==> config.mk <==
export PLATFORM = sky130hd
export DESIGN_NAME = sirq_host_ctrl
export DESIGN_NICKNAME = d
export VERILOG_FILES = /design/src/rtl/sirq_pkg.sv /design/src/rtl/sirq_cfg_latch.sv /design/src/rtl/sirq_fsm.sv /design/src/rtl/sirq_capture.sv /design/src/rtl/sirq_host_ctrl.sv
export SDC_FILE = /design/constraint.sdc
export NUM_CORES = 1
export LEC_CHECK = 0
export CAP_MARGIN = 10
export CORE_ASPECT_RATIO = 1.75
export CORE_MARGIN = 10
export CORE_UTILIZATION = 58
export CTS_CLUSTER_SIZE = 10
export DETAILED_ROUTE_END_ITERATION = 8
export PLACE_DENSITY = 0.92
export SLEW_MARGIN = 20
export SYNTH_ARGS = -nofsm -noshare
export SYNTH_HDL_FRONTEND = slang
export SYNTH_SLANG_ARGS = --single-unit
==> constraint.sdc <==
create_clock -name clk -period 4.6 [get_ports clk]
set_input_delay 0.92 -clock clk [delete_from_list [all_inputs] [get_ports clk]]
set_output_delay 0.92 -clock clk [all_outputs]
set_load 0.02 [all_outputs]
==> src/rtl/sirq_pkg.sv <==
package sirq_pkg;

    typedef enum logic [2:0] {
        ST_BOOT,
        ST_START,
        ST_TURN,
        ST_FRAME,
        ST_STOP,
        ST_RECOV,
        ST_IDLE
    } sirq_state_e;

    localparam int MIN_FRAMES  = 17;
    localparam int START_SLOTS = 4;
    localparam int FRAME_SLOTS = 3;
    localparam int STOP_QUIET  = 2;
    localparam int STOP_CONT   = 3;

endpackage

==> src/rtl/sirq_cfg_latch.sv <==
module sirq_cfg_latch
    import sirq_pkg::*;
#(
    parameter int MAX_FRAMES = 32,
    parameter int CW         = $clog2(MAX_FRAMES + 1)
) (
    input  logic          clk,
    input  logic          rst,
    input  logic          load_cnt,
    input  logic          load_mode,
    input  logic [CW-1:0] frame_count,
    input  logic          mode_quiet,
    output logic [CW-1:0] n_frames,
    output logic          quiet_q
);

    localparam logic [CW-1:0] LO_LIM = CW'(MIN_FRAMES);
    localparam logic [CW-1:0] HI_LIM = CW'(MAX_FRAMES);

    logic [CW-1:0] clamped;

    always_comb begin
        if (frame_count < LO_LIM) begin
            clamped = LO_LIM;
        end else if (frame_count > HI_LIM) begin
            clamped = HI_LIM;
        end else begin
            clamped = frame_count;
        end
    end

    always_ff @(posedge clk or posedge rst) begin
        if (rst) begin
            n_frames <= LO_LIM;
            quiet_q  <= 1'b0;
        end else begin
            if (load_cnt) begin
                n_frames <= clamped;
            end
            if (load_mode) begin
                quiet_q <= mode_quiet;
            end
        end
    end


    frames_range_chk: assert property (@(posedge clk) disable iff (rst)
        (n_frames >= LO_LIM) && (n_frames <= HI_LIM));


    mode_hold_chk: assert property (@(posedge clk) disable iff (rst)
        !$stable(quiet_q) |-> $past(load_mode));

endmodule

==> src/rtl/sirq_fsm.sv <==
module sirq_fsm
    import sirq_pkg::*;
#(
    parameter int MAX_FRAMES = 32,
    parameter int CW         = $clog2(MAX_FRAMES + 1),
    parameter int IW         = $clog2(MAX_FRAMES)
) (
    input  logic          clk,
    input  logic          rst,
    input  logic          bus_in,
    input  logic [CW-1:0] n_frames,
    input  logic          quiet_q,
    output logic          drive_low,
    output logic          load_cnt,
    output logic          load_mode,
    output logic          sample_en,
    output logic [IW-1:0] sample_idx
);

    localparam logic [1:0] START_LAST = 2'(START_SLOTS - 1);
    localparam logic [1:0] FRAME_LAST = 2'(FRAME_SLOTS - 1);
    localparam logic [1:0] QSTOP_LAST = 2'(STOP_QUIET - 1);
    localparam logic [1:0] CSTOP_LAST = 2'(STOP_CONT - 1);

    sirq_state_e   st, st_nx;
    logic [1:0]    cnt, cnt_nx;
    logic [IW-1:0] fidx, fidx_nx;
    logic          last_frame;
    logic [1:0]    stop_last;

    assign last_frame = (CW'(fidx) == (n_frames - CW'(1)));
    assign stop_last  = quiet_q ? QSTOP_LAST : CSTOP_LAST;

    always_ff @(posedge clk or posedge rst) begin
        if (rst) begin
            st   <= ST_BOOT;
            cnt  <= '0;
            fidx <= '0;
        end else begin
            st   <= st_nx;
            cnt  <= cnt_nx;
            fidx <= fidx_nx;
        end
    end

    always_comb begin
        st_nx     = st;
        cnt_nx    = cnt;
        fidx_nx   = fidx;
        load_cnt  = 1'b0;
        load_mode = 1'b0;
        unique case (st)
            ST_BOOT: begin
                st_nx    = ST_START;
                cnt_nx   = '0;
                load_cnt = 1'b1;
            end
            ST_START: begin
                if (cnt == START_LAST) begin
                    st_nx  = ST_TURN;
                    cnt_nx = '0;
                end else begin
                    cnt_nx = cnt + 2'd1;
                end
            end
            ST_TURN: begin
                st_nx   = ST_FRAME;
                cnt_nx  = '0;
                fidx_nx = '0;
            end
            ST_FRAME: begin
                if (cnt == FRAME_LAST) begin
                    cnt_nx = '0;
                    if (last_frame) begin
                        st_nx     = ST_STOP;
                        load_mode = 1'b1;
                    end else begin
                        fidx_nx = fidx + IW'(1);
                    end
                end else begin
                    cnt_nx = cnt + 2'd1;
                end
            end
            ST_STOP: begin
                if (cnt == stop_last) begin
                    st_nx  = ST_RECOV;
                    cnt_nx = '0;
                end else begin
                    cnt_nx = cnt + 2'd1;
                end
            end
            ST_RECOV: begin
                st_nx = ST_IDLE;
            end
            ST_IDLE: begin
                if (!quiet_q) begin
                    st_nx    = ST_START;
                    cnt_nx   = '0;
                    load_cnt = 1'b1;
                end else if (!bus_in) begin
                    st_nx    = ST_START;
                    cnt_nx   = 2'd1;
                    load_cnt = 1'b1;
                end
            end
            default: begin
                st_nx = ST_BOOT;
            end
        endcase
    end

    always_comb begin
        drive_low  = 1'b0;
        sample_en  = 1'b0;
        sample_idx = fidx;
        unique case (st)
            ST_START: drive_low = 1'b1;
            ST_STOP:  drive_low = 1'b1;
            ST_FRAME: sample_en = (cnt == 2'd0);
            default: begin
                drive_low = 1'b0;
                sample_en = 1'b0;
            end
        endcase
    end

    logic [2:0] stop_run;

    always_ff @(posedge clk or posedge rst) begin
        if (rst) begin
            stop_run <= '0;
        end else if (st == ST_STOP) begin
            stop_run <= stop_run + 3'd1;
        end else begin
            stop_run <= '0;
        end
    end


    start_len_chk: assert property (@(posedge clk) disable iff (rst)
        (st == ST_TURN) |-> ($past(st) == ST_START && $past(st, 3) == ST_START));


    stop_len_chk: assert property (@(posedge clk) disable iff (rst)
        (st == ST_RECOV) |-> (stop_run == (quiet_q ? 3'(STOP_QUIET) : 3'(STOP_CONT))));


    cont_restart_chk: assert property (@(posedge clk) disable iff (rst)
        (st == ST_IDLE && !quiet_q) |=> (st == ST_START));


    quiet_hold_chk: assert property (@(posedge clk) disable iff (rst)
        (st == ST_IDLE && quiet_q && bus_in) |=> (st == ST_IDLE && !drive_low));

endmodule

==> src/rtl/sirq_capture.sv <==
module sirq_capture #(
    parameter int MAX_FRAMES = 32,
    parameter int IW         = $clog2(MAX_FRAMES)
) (
    input  logic                  clk,
    input  logic                  rst,
    input  logic                  sample_en,
    input  logic [IW-1:0]         sample_idx,
    input  logic                  bus_in,
    output logic [MAX_FRAMES-1:0] irq_levels
);

    for (genvar g = 0; g < MAX_FRAMES; g++) begin : g_bit
        logic bit_q;
        always_ff @(posedge clk or posedge rst) begin
            if (rst) begin
                bit_q <= 1'b0;
            end else if (sample_en && (sample_idx == IW'(g))) begin
                bit_q <= ~bus_in;
            end
        end
        assign irq_levels[g] = bit_q;
    end

endmodule

==> src/rtl/sirq_host_ctrl.sv <==
module sirq_host_ctrl
    import sirq_pkg::*;
#(
    parameter int MAX_FRAMES = 32,
    parameter int CW         = $clog2(MAX_FRAMES + 1),
    parameter int IW         = $clog2(MAX_FRAMES)
) (
    input  logic                  clk,
    input  logic                  rst,
    input  logic                  bus_in,
    input  logic                  mode_quiet,
    input  logic [CW-1:0]         frame_count,
    output logic                  bus_drive_low,
    output logic [MAX_FRAMES-1:0] irq_levels
);

    logic          load_cnt;
    logic          load_mode;
    logic          quiet_q;
    logic          sample_en;
    logic [CW-1:0] n_frames;
    logic [IW-1:0] sample_idx;

    sirq_cfg_latch #(.MAX_FRAMES(MAX_FRAMES), .CW(CW)) u_cfg (
        .clk         (clk),
        .rst         (rst),
        .load_cnt    (load_cnt),
        .load_mode   (load_mode),
        .frame_count (frame_count),
        .mode_quiet  (mode_quiet),
        .n_frames    (n_frames),
        .quiet_q     (quiet_q)
    );

    sirq_fsm #(.MAX_FRAMES(MAX_FRAMES), .CW(CW), .IW(IW)) u_fsm (
        .clk        (clk),
        .rst        (rst),
        .bus_in     (bus_in),
        .n_frames   (n_frames),
        .quiet_q    (quiet_q),
        .drive_low  (bus_drive_low),
        .load_cnt   (load_cnt),
        .load_mode  (load_mode),
        .sample_en  (sample_en),
        .sample_idx (sample_idx)
    );

    sirq_capture #(.MAX_FRAMES(MAX_FRAMES), .IW(IW)) u_cap (
        .clk        (clk),
        .rst        (rst),
        .sample_en  (sample_en),
        .sample_idx (sample_idx),
        .bus_in     (bus_in),
        .irq_levels (irq_levels)
    );


    release_in_reset_chk: assert property (@(posedge clk)
        rst |-> !bus_drive_low);


    sample_idx_range_chk: assert property (@(posedge clk) disable iff (rst)
        sample_en |-> (CW'(sample_idx) < n_frames));

endmodule

* After elaboration in Yosys (flattened, before gate mapping) *
Index checks and enable logic that the tools add are counted.

cells by class
  add/sub/neg operators = 3
  multiply operators = 0
  div/mod/pow operators = 0
  magnitude comparators = 2
  eq/ne operators = 47
  shift-type cells = 0
  muxes and demuxes = 27
  bitwise gates (word level) = 1
  reduce and logical (&&, ||, !) cells = 42

operators with widths
  operator                                                                  number
  5-bit == test (second input constant)                                     16
  5-bit by 4-bit == test with 1-bit output (second input constant)          8
  1-bit logical AND                                                         32
  3-bit one-hot mux with 7 select lines                                     1
  5-bit by 3-bit == test with 1-bit output (second input constant)          4
  3-bit 2-to-1 mux                                                          6
  2-bit 2-to-1 mux                                                          6
  6-bit 2-to-1 mux                                                          2
  5-bit by 2-bit == test with 1-bit output (second input constant)          2
  5-bit 2-to-1 mux                                                          2
  2-bit one-hot mux with 5 select lines                                     1
  5-bit one-hot mux with 2 select lines                                     1
  3-bit == test (second input constant)                                     3
  2-bit by 1-bit inequality test with 1-bit output (second input constant)  4
  1-bit 2-to-1 mux                                                          7
  3-bit by 2-bit == test with 1-bit output (second input constant)          2
  5-bit by 6-bit == test with 1-bit output                                  1
  6-bit greater-than comparator (second input constant)                     1
  6-bit by 5-bit < comparator with 1-bit output (second input constant)     1
  6-bit by 1-bit subtractor with 6-bit output (second input constant)       1
  5-bit by 1-bit adder with 5-bit output (second input constant)            1
  5-bit by 1-bit == test with 1-bit output (second input constant)          1
  5-bit logical NOT                                                         1
  5-bit AND reduction                                                       1
  15 further kinds                                                          17

storage, ports and cells
  register bits after elaboration = 49
  bits in latches = 0
  memory bits (writable) = 0
  ROM bits = 0
  output and inout port bits = 33
  word-level logic and storage cells = 159
  memories = 0

* Longest topological paths before layout *
  depth after elaboration = 5
  depth in mapped cells = 9
  mapped depth without buffers = 8

* Hierarchy *
From an unflattened synthesis, not the netlist that was laid out.

unflattened totals
  cell total of the unflattened synthesis = 303
  area total of the unflattened synthesis = 2859.0 um2

by module, submodules not included
  module          instances  cells each  area an instance (um2)  sequential area each (um2)
  sirq_capture    1          158         1629.1                  800.8
  sirq_fsm        1          117         925.9                   250.2
  sirq_cfg_latch  1          28          304.0                   177.7

* Worst setup path after synthesis *
No wires, ideal clock.

  kind = register -> register
  from = register u_cfg.n_frames[0]
  to = register u_cfg.quiet_q
  setup time = 0.127 ns
  arrival time = 2.170 ns
  data required time = 4.473 ns
  slack = 2.303 ns
  cell stages (with the launch flop) = 10
  buffers on the path = 1
  clock period less this slack = 2.297 ns
  cell sequence = dfstp_2 -> inv_1 -> ha_1 -> nor2b_1 -> or3_1 -> a31oi_1 -> and4_1 -> buf_6 -> and3_1 -> mux2_1

on the way
  cells in the longest elaborated chain, start to end = 5

RTL lines
  element                                      line                  text
  from (decl)                                  sirq_cfg_latch.sv:13  output logic [CW-1:0] n_frames,
  from (signal assigned)                       sirq_cfg_latch.sv:38  n_frames <= clamped;
  6-bit by 1-bit subtractor with 6-bit output  sirq_fsm.sv:31        assign last_frame = (CW'(fidx) == (n_frames - CW'(1)));
  5-bit by 6-bit == test with 1-bit output     sirq_fsm.sv:31
  1-bit 2-to-1 mux                             sirq_fsm.sv:74        if (last_frame) begin
  1-bit 2-to-1 mux                             sirq_fsm.sv:72        if (cnt == FRAME_LAST) begin
  1-bit 2-to-1 mux                             sirq_fsm.sv:52        unique case (st)
  to (signal assigned)                         sirq_cfg_latch.sv:41  quiet_q <= mode_quiet;
  to (decl)                                    sirq_cfg_latch.sv:14  output logic quiet_q

No other way between the ends.
A chain may end at the register's enable or synchronous reset.

* Worst setup path in the final report *
  from = register u_fsm.st[0]
  to = output bus_drive_low

on the way
  cells in the longest elaborated chain, start to end = 3

RTL lines
  element                                                                           line                  text
  from (decl)                                                                       sirq_fsm.sv:25        sirq_state_e st, st_nx;
  from (signal assigned)                                                            sirq_fsm.sv:40        st <= st_nx;
  3-bit by 1-bit == test with 1-bit output / 3-bit == test (equally long branches)  -
  2-bit OR reduction (no line) *                                                    -
  1-bit 2-to-1 mux *                                                                sirq_fsm.sv:116       unique case (st)
  to (decl)                                                                         sirq_host_ctrl.sv:13  output logic bus_drive_low,

Mark *: on every way between the ends. The rest lies on a longest branch, timed or not.

==> metrics.md <==
| Metric | Value |
|---|---|
| Ant diodes | 0 |
| Wirelength per Cell | 16.3 um |
| Antenna Nets Post-Route | 0 |
| Worst-margin pin slew | 0.816 ns |
| Power per Cell Area | 696 nW/um2 |
| VDD IR-drop max | 0.431 mV |
| Fin. Hold Viols | 0 |
| Die width | 72.0 um |
| Root buffer cell | clkbuf_8 |
| Unrepaired setup endpoints after global routing | no |
| Number of post-CTS setup repair buffers | 0 |
| Synthesized flop and latch total | 49 |
| Top_reg_cell synth | dfrtp_1 |
| # port buffers | 42 |
| Tcrit/Tclk final | 0.608 |
| Post-Syn Area per Cell | 9.38 um2 |
| Die height | 111 um |
| Status | finished clean |
| First-pass GRT wire length | 9.72 mm |
| GPL Wtd Cong | 0.934 |
| Top post-synthesis cells by area | dfrtp_1, buf_4, o31ai_1 |
| Start point of the critical path | u_fsm.st[0] |
| Core box area | 4620 um2 |
| Clock slew at reported path FFs | 0.08 ns |
| Period minus WS final | 2.80 ns |
| Fin. max-slew vios | 0 |
| Syn Std Cell Area | 2750 um2 |
| Post-synth cell types | 41 |
| Vias in the first global route | 2,125 |
| Data arrival, critical path | 1.88 ns |
| Setup crit end kind | output pin |
| Number of synthesized flops with an enable pin | 0 |
| Leak pwr | 1.21 nW |
| Initial antenna violation count | 0 |
| Post-Syn Nets | 314 |
| Worst Setup Start Kind | register |
| Reg-to-Reg Start | u_cfg.n_frames[0] |
| Worst skew pair latency | 0.30 ns |
| Hold Crit Class | reg -> reg |
| Net count, final | 319 |
| Cell taking the most area after synthesis | dfrtp_1 |
| Fill cells | 362 |
| I/O pin cnt | 43 |
| Die ar. | 8000 um2 |
| Max Cap Viol | 0 |
| Final worst clock skew | 0.00608 ns |
| Share of cells above drive strength 1 | 0.0537 |
| Drt pass-1 iters | 4 |
| Final TNS setup | 0 ns |
| Hold_sp | u_cfg.n_frames[4] |
| DRC viols | 0 |
| Clock buffer depth | 2 |
| Multi-input logic area | 1160 um2 |
| Initial Util | 0.594 |
| FP Rows | 33 |
| TritonCTS clock tree | yes |
| Critical path class | reg -> out |
| H-tree depth | 2 |
| Fmax achieved | 358 MHz |
| Clock sink count | 49 |
| Share of the yosys chip area belonging to registers | 0.447 |
| Max Fanout on Critical Path | 12 |
| Largest net degree at the start of global routing | 50 |
| Number of vias after detailed routing | 2,089 |
| Aggregate global-route resource usage | 0.146 |
| DR vias/cell | 5.97 |
| Area delta synth->final | 10.8% |
| Synth warn | 0 |
| Ys async rst share | 1.00 |
| Critical path required time | 3.68 ns |
| Resize count post-CTS | 0 |
| Initial DRC count | 171 |
| Max_slew headroom | 0.456 |
| FF+latch area | 1230 um2 |
| Mapped Cells | 293 |
| Final setup violating endpoints | 0 |
| Total grt overflow | 0 |
| Core Util, Final | 0.658 |
| CTS Hold Bufs | 0 |
| Routed WL | 5.72 mm |
| Share of the synthesized area in the top cell type | 0.428 |
| Placed wire-length estimate | 4.27 mm |
| Inserted Clock Buffers | 5 |
registers in the layout, indices dropped and copies added (netlist names):
name / count
u_cap.g_bit.bit_q: 32
u_fsm.st: 3
u_cfg.quiet_q: 1
u_fsm.cnt: 2
u_cfg.n_frames: 6
u_fsm.sample_idx: 5
worst paths after layout:
check	endpoint	slack, ns	depth (start not counted)
max	bus_drive_low	1.80	3
min reg2reg	u_cfg.n_frames[4]	0.51	2
max in group asynchronous	u_cap.g_bit[15].bit_q	3.05	2
max reg2reg	u_cfg.quiet_q	2.05	8
min in group asynchronous	u_cap.g_bit[21].bit_q	1.07	2
min	u_cfg.n_frames[4]	0.51	2
per-stage QoR:
stage          power, mW  setup WS [ns]  hold WS [ns]  instances  cell area [um2]
2_1_floorplan       1.60           2.30         0.473        293             2750
5_1_grt             2.28           1.73         0.540        350             3040
4_1_cts             2.13           1.80         0.514        350             3040
3_5_place_dp        1.83           1.80         0.500        343             2940
6_report            2.12           1.80         0.505        350             3040
3_3_place_gp        1.78           1.90         0.494        343             2940
cell families after synthesis:
group	Yosys count	share of synthesized area
xor+xnor	6	0.0191
buf+inv	59	0.129
flops	49	0.447
simple gates	76	0.143
fa+ha+maj	11	0.0501
mux	5	0.0191
compound gates	87	0.192
layout by cell type (no fill, tap or decap), types with 3 or more instances in the layout:
master,synthesis,final
a21oi_1,13,13
a31oi_1,4,4
clkbuf_8,0,5
clkdlybuf4s50_1,0,42
dfrtp_1,47,47
ha_1,11,11
inv_1,14,13
mux2i_1,3,3
nand2_1,18,18
nand2b_1,7,7
nand3_1,6,6
nor2_1,17,17
nor2b_1,4,4
nor3_1,6,6
o21ai_0,35,35
o31ai_1,25,25
xnor2_1,4,4
cell usage after synthesis, types with 3 or more instances:
cell type  number
a21oi_1        13
a31oi_1         4
buf_4          33
clkbuf_1       10
dfrtp_1        47
ha_1           11
inv_1          14
mux2i_1         3
nand2_1        18
nand2b_1        7
nand3_1         6
nor2_1         17
nor2b_1         4
nor3_1          6
o21ai_0        35
o31ai_1        25
xnor2_1         4
critical path, stage by stage, from the launching register on:
cell and delay [ns]:
dfrtp_1 0.51, nand2b_1 0.27, a21oi_1 0.18, clkdlybuf4s50_1 0.63
power by group:
part | internal [mW] | switching, mW | leakage (nW) | total, mW
registers | 0.596 | 0.160 | 0.519 | 0.757
clock network | 0.158 | 0.136 | 0.0540 | 0.294
logic | 0.452 | 0.617 | 0.633 | 1.07
total | 1.21 | 0.914 | 1.21 | 2.12
layer usage:
| layer | GRT usage | part of all wire | vias up |
|---|---|---|---|
| li1 | - | - | 1015 |
| met1 | 0.138 | 0.36 | 984 |
| met2 | 0.269 | 0.54 | 71 |
| met3 | 0.0412 | 0.063 | 19 |
| met4 | 0.0713 | 0.034 | 0 |
| met5 | 0 | 0 | - |
final cells by class:
class                   instances  share of cell area
inverters                      14              0.0177
repair buffers                 43               0.141
clock inverters                 2              0.0115
flip-flops and latches         49               0.404
well taps                      52              0.0214
multi-input cells             185               0.383
clock buffers                   5              0.0226
No activity file was read; power rests on OpenSTA's default activity.
